`config.mk`:
```
export PLATFORM = sky130hd
export DESIGN_NAME = opmap_decoder
export DESIGN_NICKNAME = d
export VERILOG_FILES = /design/src/rtl/opmap_pkg.sv /design/src/rtl/opmap_walk.sv /design/src/rtl/opmap_prefix.sv /design/src/rtl/opmap_hold.sv /design/src/rtl/opmap_decoder.sv
export SDC_FILE = /design/constraint.sdc
export NUM_CORES = 1
export LEC_CHECK = 0
export ABC_AREA = 1
export BUFFER_PORTS_ARGS = -buffer_cell sky130_fd_sc_hd__buf_4
export CELL_PAD_IN_SITES_DETAIL_PLACEMENT = 0
export CELL_PAD_IN_SITES_GLOBAL_PLACEMENT = 1
export CORE_UTILIZATION = 35
export DETAILED_ROUTE_END_ITERATION = 6
export PLACE_DENSITY = 0.79
export SLEW_MARGIN = 20
export SYNTH_ARGS = -nofsm -noshare
export SYNTH_HDL_FRONTEND = slang
export SYNTH_HIERARCHICAL = 1
export SYNTH_SLANG_ARGS = --single-unit
```
`constraint.sdc`:
```
create_clock -name clk -period 2.3 [get_ports clk]
set_clock_uncertainty 0.1 [all_clocks]
set_input_delay 0.46 -clock clk [delete_from_list [all_inputs] [get_ports clk]]
set_output_delay 0.46 -clock clk [all_outputs]
set_load 0.05 [all_outputs]
```
`src/rtl/opmap_pkg.sv`:
```
package opmap_pkg;

  typedef enum logic [1:0] {
    MAP_ONE   = 2'd0,
    MAP_ESC   = 2'd1,
    MAP_ESC_A = 2'd2,
    MAP_ESC_B = 2'd3
  } map_e;

  typedef enum logic [1:0] {
    MP_NONE  = 2'd0,
    MP_OPSZ  = 2'd1,
    MP_REP   = 2'd2,
    MP_REPNE = 2'd3
  } mand_e;

  typedef enum logic [1:0] {
    W_FIRST  = 2'd0,
    W_SECOND = 2'd1,
    W_THIRD  = 2'd2,
    W_DONE   = 2'd3
  } walk_e;

  localparam logic [1:0] REP_NONE = 2'd0;
  localparam logic [1:0] REP_F3   = 2'd1;
  localparam logic [1:0] REP_F2   = 2'd2;

  // Map chosen by the byte after the escape.
  function automatic map_e f_sel_map(input logic [7:0] b,
                                     input logic [7:0] sel_a,
                                     input logic [7:0] sel_b);
    if (b == sel_a)      return MAP_ESC_A;
    else if (b == sel_b) return MAP_ESC_B;
    else                 return MAP_ESC;
  endfunction

  // Repeat class code 3 carries no prefix.
  function automatic logic [1:0] f_norm_rep(input logic [1:0] r);
    return (r == 2'd3) ? REP_NONE : r;
  endfunction

  // Repeat prefixes take precedence over the operand-size override.
  function automatic mand_e f_mand(input logic escaped,
                                   input logic [1:0] rep_n,
                                   input logic opsz);
    if (!escaped)              return MP_NONE;
    else if (rep_n == REP_F2)  return MP_REPNE;
    else if (rep_n == REP_F3)  return MP_REP;
    else if (opsz)             return MP_OPSZ;
    else                       return MP_NONE;
  endfunction

endpackage

```
`src/rtl/opmap_walk.sv`:
```
module opmap_walk
  import opmap_pkg::*;
#(
  parameter int unsigned   BYTE_W   = 8,
  parameter logic [7:0]    ESC_CODE = 8'h0F,
  parameter logic [7:0]    SEL_A    = 8'h38,
  parameter logic [7:0]    SEL_B    = 8'h3A
) (
  input  logic              clk,
  input  logic              rst_n,
  input  logic              in_valid,
  input  logic [BYTE_W-1:0] in_byte,
  input  logic              out_ready,
  output logic              in_ready,
  output logic              out_valid,
  output logic              first_take,
  output logic              fin_take,
  output map_e              cur_map,
  output logic [1:0]        cur_len
);

  walk_e state_q, state_d;
  map_e  map_q,   map_d;
  map_e  sel;
  logic  take;
  logic  is_esc;
  logic  is_fin;

  assign in_ready   = (state_q != W_DONE);
  assign out_valid  = (state_q == W_DONE);
  assign take       = in_valid && in_ready;
  assign is_esc     = (in_byte[7:0] == ESC_CODE);
  assign sel        = f_sel_map(in_byte[7:0], SEL_A, SEL_B);
  assign first_take = take && (state_q == W_FIRST);
  assign fin_take   = take && is_fin;

  always_comb begin
    is_fin  = 1'b0;
    cur_map = MAP_ONE;
    cur_len = 2'd1;
    unique case (state_q)
      W_FIRST: begin
        is_fin  = !is_esc;
        cur_map = MAP_ONE;
        cur_len = 2'd1;
      end
      W_SECOND: begin
        is_fin  = (sel == MAP_ESC);
        cur_map = MAP_ESC;
        cur_len = 2'd2;
      end
      W_THIRD: begin
        is_fin  = 1'b1;
        cur_map = map_q;
        cur_len = 2'd3;
      end
      default: begin
        is_fin  = 1'b0;
        cur_map = map_q;
        cur_len = 2'd3;
      end
    endcase
  end

  always_comb begin
    state_d = state_q;
    map_d   = map_q;
    unique case (state_q)
      W_FIRST:  if (take) state_d = is_esc ? W_SECOND : W_DONE;
      W_SECOND: if (take) begin
        if (sel == MAP_ESC) state_d = W_DONE;
        else begin
          state_d = W_THIRD;
          map_d   = sel;
        end
      end
      W_THIRD:  if (take) state_d = W_DONE;
      default:  if (out_ready) state_d = W_FIRST;
    endcase
  end

  always_ff @(posedge clk or negedge rst_n) begin
    if (!rst_n) begin
      state_q <= W_FIRST;
      map_q   <= MAP_ONE;
    end else begin
      state_q <= state_d;
      map_q   <= map_d;
    end
  end

endmodule

```
`src/rtl/opmap_prefix.sv`:
```
module opmap_prefix
  import opmap_pkg::*;
(
  input  logic       escaped,
  input  logic [1:0] rep_in,
  input  logic       opsz_in,
  output mand_e      mand,
  output logic [1:0] rep_out,
  output logic       opsz_out
);

  logic [1:0] rep_n;

  assign rep_n    = f_norm_rep(rep_in);
  assign mand     = f_mand(escaped, rep_n, opsz_in);
  assign rep_out  = (mand == MP_REP || mand == MP_REPNE) ? REP_NONE : rep_n;
  assign opsz_out = (mand == MP_OPSZ) ? 1'b0 : opsz_in;

endmodule

```
`src/rtl/opmap_hold.sv`:
```
module opmap_hold
  import opmap_pkg::*;
#(
  parameter int unsigned BYTE_W = 8
) (
  input  logic              clk,
  input  logic              rst_n,
  input  logic              first_take,
  input  logic              fin_take,
  input  logic [1:0]        pfx_rep,
  input  logic              pfx_opsize,
  input  logic [BYTE_W-1:0] in_byte,
  input  map_e              cur_map,
  input  logic [1:0]        cur_len,
  input  mand_e             mand,
  input  logic [1:0]        rep_res,
  input  logic              opsz_res,
  input  logic              lk_modrm,
  output logic [1:0]        src_rep,
  output logic              src_opsz,
  output logic [BYTE_W-1:0] r_opcode,
  output logic [1:0]        r_map,
  output logic [1:0]        r_len,
  output logic [1:0]        r_mand,
  output logic [1:0]        r_rep,
  output logic              r_opsz,
  output logic              r_modrm
);

  logic [1:0] cap_rep;
  logic       cap_opsz;

  // A one-byte instruction finishes in the same cycle its prefix arrives.
  assign src_rep  = first_take ? pfx_rep    : cap_rep;
  assign src_opsz = first_take ? pfx_opsize : cap_opsz;

  always_ff @(posedge clk or negedge rst_n) begin
    if (!rst_n) begin
      cap_rep  <= 2'd0;
      cap_opsz <= 1'b0;
    end else if (first_take) begin
      cap_rep  <= pfx_rep;
      cap_opsz <= pfx_opsize;
    end
  end

  always_ff @(posedge clk or negedge rst_n) begin
    if (!rst_n) begin
      r_opcode <= '0;
      r_map    <= 2'd0;
      r_len    <= 2'd0;
      r_mand   <= 2'd0;
      r_rep    <= 2'd0;
      r_opsz   <= 1'b0;
      r_modrm  <= 1'b0;
    end else if (fin_take) begin
      r_opcode <= in_byte;
      r_map    <= cur_map;
      r_len    <= cur_len;
      r_mand   <= mand;
      r_rep    <= rep_res;
      r_opsz   <= opsz_res;
      r_modrm  <= lk_modrm;
    end
  end

endmodule

```
`src/rtl/opmap_decoder.sv`:
```
module opmap_decoder
  import opmap_pkg::*;
#(
  parameter int unsigned BYTE_W   = 8,
  parameter logic [7:0]  ESC_CODE = 8'h0F,
  parameter logic [7:0]  SEL_A    = 8'h38,
  parameter logic [7:0]  SEL_B    = 8'h3A
) (
  input  logic              clk,
  input  logic              rst_n,
  input  logic              in_valid,
  output logic              in_ready,
  input  logic [BYTE_W-1:0] in_byte,
  input  logic [1:0]        pfx_rep,
  input  logic              pfx_opsize,
  output logic [1:0]        lk_map,
  output logic [BYTE_W-1:0] lk_opcode,
  input  logic              lk_modrm,
  output logic              out_valid,
  input  logic              out_ready,
  output logic [BYTE_W-1:0] out_opcode,
  output logic [1:0]        out_map,
  output logic [1:0]        out_len,
  output logic [1:0]        out_mand,
  output logic [1:0]        out_rep,
  output logic              out_opsize,
  output logic              out_modrm
);

  // Named internal events for the checker.
  logic       first_take;
  logic       fin_take;
  map_e       cur_map;
  logic [1:0] cur_len;
  logic [1:0] src_rep;
  logic       src_opsz;
  mand_e      mand;
  logic [1:0] rep_res;
  logic       opsz_res;
  logic       escaped;

  assign escaped   = (cur_map != MAP_ONE);
  assign lk_map    = cur_map;
  assign lk_opcode = in_byte;

  opmap_walk #(
    .BYTE_W(BYTE_W), .ESC_CODE(ESC_CODE), .SEL_A(SEL_A), .SEL_B(SEL_B)
  ) u_walk (
    .clk(clk), .rst_n(rst_n), .in_valid(in_valid), .in_byte(in_byte),
    .out_ready(out_ready), .in_ready(in_ready), .out_valid(out_valid),
    .first_take(first_take), .fin_take(fin_take),
    .cur_map(cur_map), .cur_len(cur_len)
  );

  opmap_prefix u_prefix (
    .escaped(escaped), .rep_in(src_rep), .opsz_in(src_opsz),
    .mand(mand), .rep_out(rep_res), .opsz_out(opsz_res)
  );

  opmap_hold #(.BYTE_W(BYTE_W)) u_hold (
    .clk(clk), .rst_n(rst_n), .first_take(first_take), .fin_take(fin_take),
    .pfx_rep(pfx_rep), .pfx_opsize(pfx_opsize), .in_byte(in_byte),
    .cur_map(cur_map), .cur_len(cur_len), .mand(mand),
    .rep_res(rep_res), .opsz_res(opsz_res), .lk_modrm(lk_modrm),
    .src_rep(src_rep), .src_opsz(src_opsz),
    .r_opcode(out_opcode), .r_map(out_map), .r_len(out_len),
    .r_mand(out_mand), .r_rep(out_rep), .r_opsz(out_opsize),
    .r_modrm(out_modrm)
  );

endmodule

```
==> impl_metrics.ini <==
[layout]
area_growth_pct = 29.5
diodes = 0
final_layout_size_suffix_gt1_share_pct = 34.4
fin_nets = 240

[synth]
synthArstFlopShare_pct = 100
synthDistinctLibCells = 22
synth-main-ff-cell = dfrtp_1
synth_area_leaders = dfrtp_1, nand2_1, ha_1
synth_top_family_by_area = simple AND/OR/NAND/NOR gates
synth_compound_area_share_pct = 2.90
synthAdderAreaFrac_pct = 7.25
synth_xor_area_share_pct = 0
synth_edf_count = 0
synth.cell_area_sq_mm = 0.00138
synth_commonest_cells = nand2_1, dfrtp_1, inv_1
synthCells = 174
synth_warnings = 6
synth_area_per_cell_sq_um = 7.93
synth_top_area_share_pct = 45.3
synthMuxAreaShare_pct = 0
synth_nets = 198
synth.most_common_cell = nand2_1
ys_seq_area_share_pct = 45.3
synth_simple_gate_area_share_pct = 31.6
synth_seq_cells = 25
synth_top_area_cell = dfrtp_1

[drt]
vias = 1137
wl_um = 2710
vias_per_cell = 4.32
drtAntennaViolNets = 0
drc = 0
drt_first_pass_iters = 4
post_drt_wl_per_cell_um = 10.3
drt_iter0_drc = 73

[sta]
hold_slack_ns = 0.286
relSlewSlack_pct = 62.4
min_period_ns = 2.18
max_freq_mhz = 459
worstMarginPinSlew_ns = 0.563
setup_violations = 0
finalHoldViolations = 0
finalCritPeriodShare_pct = 94.8
setup_tns_ns = 0
finalMaxSlewViolations = 0
rsz0062_at_grt = false

[floorplan]
row_count = 22
die_y_um = 64.8
start_util_pct = 37.1
core_sq_mm = 0.00372
dieArea_sq_mm = 0.00420
io_pins = 46
dieWidth_um = 64.8

[clock_tree]
clk_latency_ns = 0.27
cts_buffers = 3
root_buffer = clkbuf_8
cts_tree = done
cts.sinks = 25
cts_buffer_depth = 2
htree_levels = 1
clk_pin_slew_ns = 0.09

[global_route]
grt_util_met1_pct = 20.3
track_usage_pct = 14.4
grt_max_degree = 26
grt_antenna_before_repair = 0
gr-usage-met2_pct = 22.0
met3_usage_pct = 3.70
grt_pass1_vias = 1039
grt_pass1_wl_um = 4690
grt.busiest_layer = met2
overflow = 0

[setup_path]
cp_slowest_cell = dfrtp_1
worst-setup-path-type = register to primary output
cp.required_ns = 1.74
end_kind = primary output
crit_fanout = 4
critPathMostFrequentCell = buf_4
startpoint_type = register
worst_ep_arrival_time_ns = 1.62
slowest_delay_ns = 0.43
path_cells = inv_2 > ha_2 > buf_4 > nor3_2 > buf_4

[placement]
port_buffers = 45
dp_hpwl_um = 2090
gp_congestion = 0.834

[run_status]
status = complete, no violations

[job]
timing.max_cap.violations = 0

[min_path]
min_path_type = input port to register
cells by family (layout without fill, tap and decap cells):
logic type	count (synthesis)	in the layout
and+or+nand+nor	104	104
adders and majority gates	8	8
buffers and inverters	31	72
AOI/OAI and AO/OA	6	6
DFF	25	25
path summary, 6_finish.rpt:
check	start	endpoint	slack [ns]	cells past startpoint
worst min-delay path	lk_modrm	u_hold/r_modrm$_DFFE_PN0P_	0.29	3
worst max-delay path	u_walk/state_q[0]$_DFFE_PN0P_	lk_map[1]	0.12	5
worst max register to register	u_walk/state_q[1]$_DFFE_PN0P_	u_hold/r_rep[1]$_DFFE_PN0P_	0.22	13
max in group asynchronous	rst_n	u_walk/state_q[1]$_DFFE_PN0P_	1.34	2
worst min register to register	u_walk/map_q[1]$_DFFE_PN0P_	u_walk/map_q[1]$_DFFE_PN0P_	0.38	2
min in group asynchronous	rst_n	u_hold/r_mand[0]$_DFFE_PN0P_	0.51	2
flip-flops by register name, indices dropped and copies added, names as in the netlist:
signal / cells
u_walk/state_q: 2
u_walk/map_q: 2
u_hold/r_rep: 2
u_hold/r_opsz: 1
u_hold/r_len: 2
u_hold/cap_opsz: 1
u_hold/cap_rep: 2
u_hold/r_mand: 2
u_hold/r_opcode: 8
u_hold/r_map: 2
u_hold/r_modrm: 1
repair_timing:
| action | CTS | global route |
|---|---|---|
| setup endpoints to repair | 0 | 19 |
| endpoints found under the hold margin | 25 | 0 |
| buffers inserted | 0 | 0 |
| gates resized for setup | 0 | 5 |
| hold buffers | 1 | 0 |
area by class of cell:
class	count	area, sq um
tap	48	60.1
sequential	25	626
clock buffer	3	41.3
clock inverter	1	7.51
inverter	20	83.8
fill	397	1930
timing repair buffer	48	363
multi-input combinational	118	606
routing by layer:
| layer | routed length [um] | vias up |
|---|---|---|
| met3 | 182 | 2 |
| met5 | 0 | - |
| met2 | 1120 | 35 |
| met1 | 1390 | 506 |
| met4 | 14 | 0 |
| li1 | - | 594 |
placed cells by master, fill, tap and decap left out:
cell type	instances
clkinvlp_4	1
inv_2	3
clkinv_2	1
clkbuf_8	3
inv_8	1
nor2_1	7
nor3_2	1
nand2_1	79
a21oi_4	1
buf_4	47
nand2_2	7
ha_1	6
nand2_4	1
inv_1	15
nor2_2	2
nand4_1	1
o21bai_2	1
nor2_4	2
o21ai_2	1
nand3_1	4
dfrtp_1	25
a21oi_1	1
dlygate4sd3_1	1
o21ai_1	2
ha_2	2
stage by stage:
| step | setup slack (ns) | util, % | instance area (sq um) | instances |
|---|---|---|---|---|
| CTS | 0.0208 | 47.6 | 1770 | 263 |
| detailed placement | 0.0406 | 46.0 | 1710 | 258 |
| finish | 0.120 | 48.1 | 1790 | 263 |
| global route | 0.0280 | 48.1 | 1790 | 263 |
| global placement | 0.00824 | 46.0 | 1710 | 258 |
| floorplan | 0.0421 | - | 1390 | 174 |
critical path: cells and delay by family (launching register included):
kind | cells | cell delay (ns)
flops | 1 | 0.43
buf+inv | 3 | 0.47
simple gates | 1 | 0.24
fa+ha+maj | 1 | 0.20
Power is not shown: default switching activity piles up to over one toggle a cycle in this logic, so the estimate is an artifact.
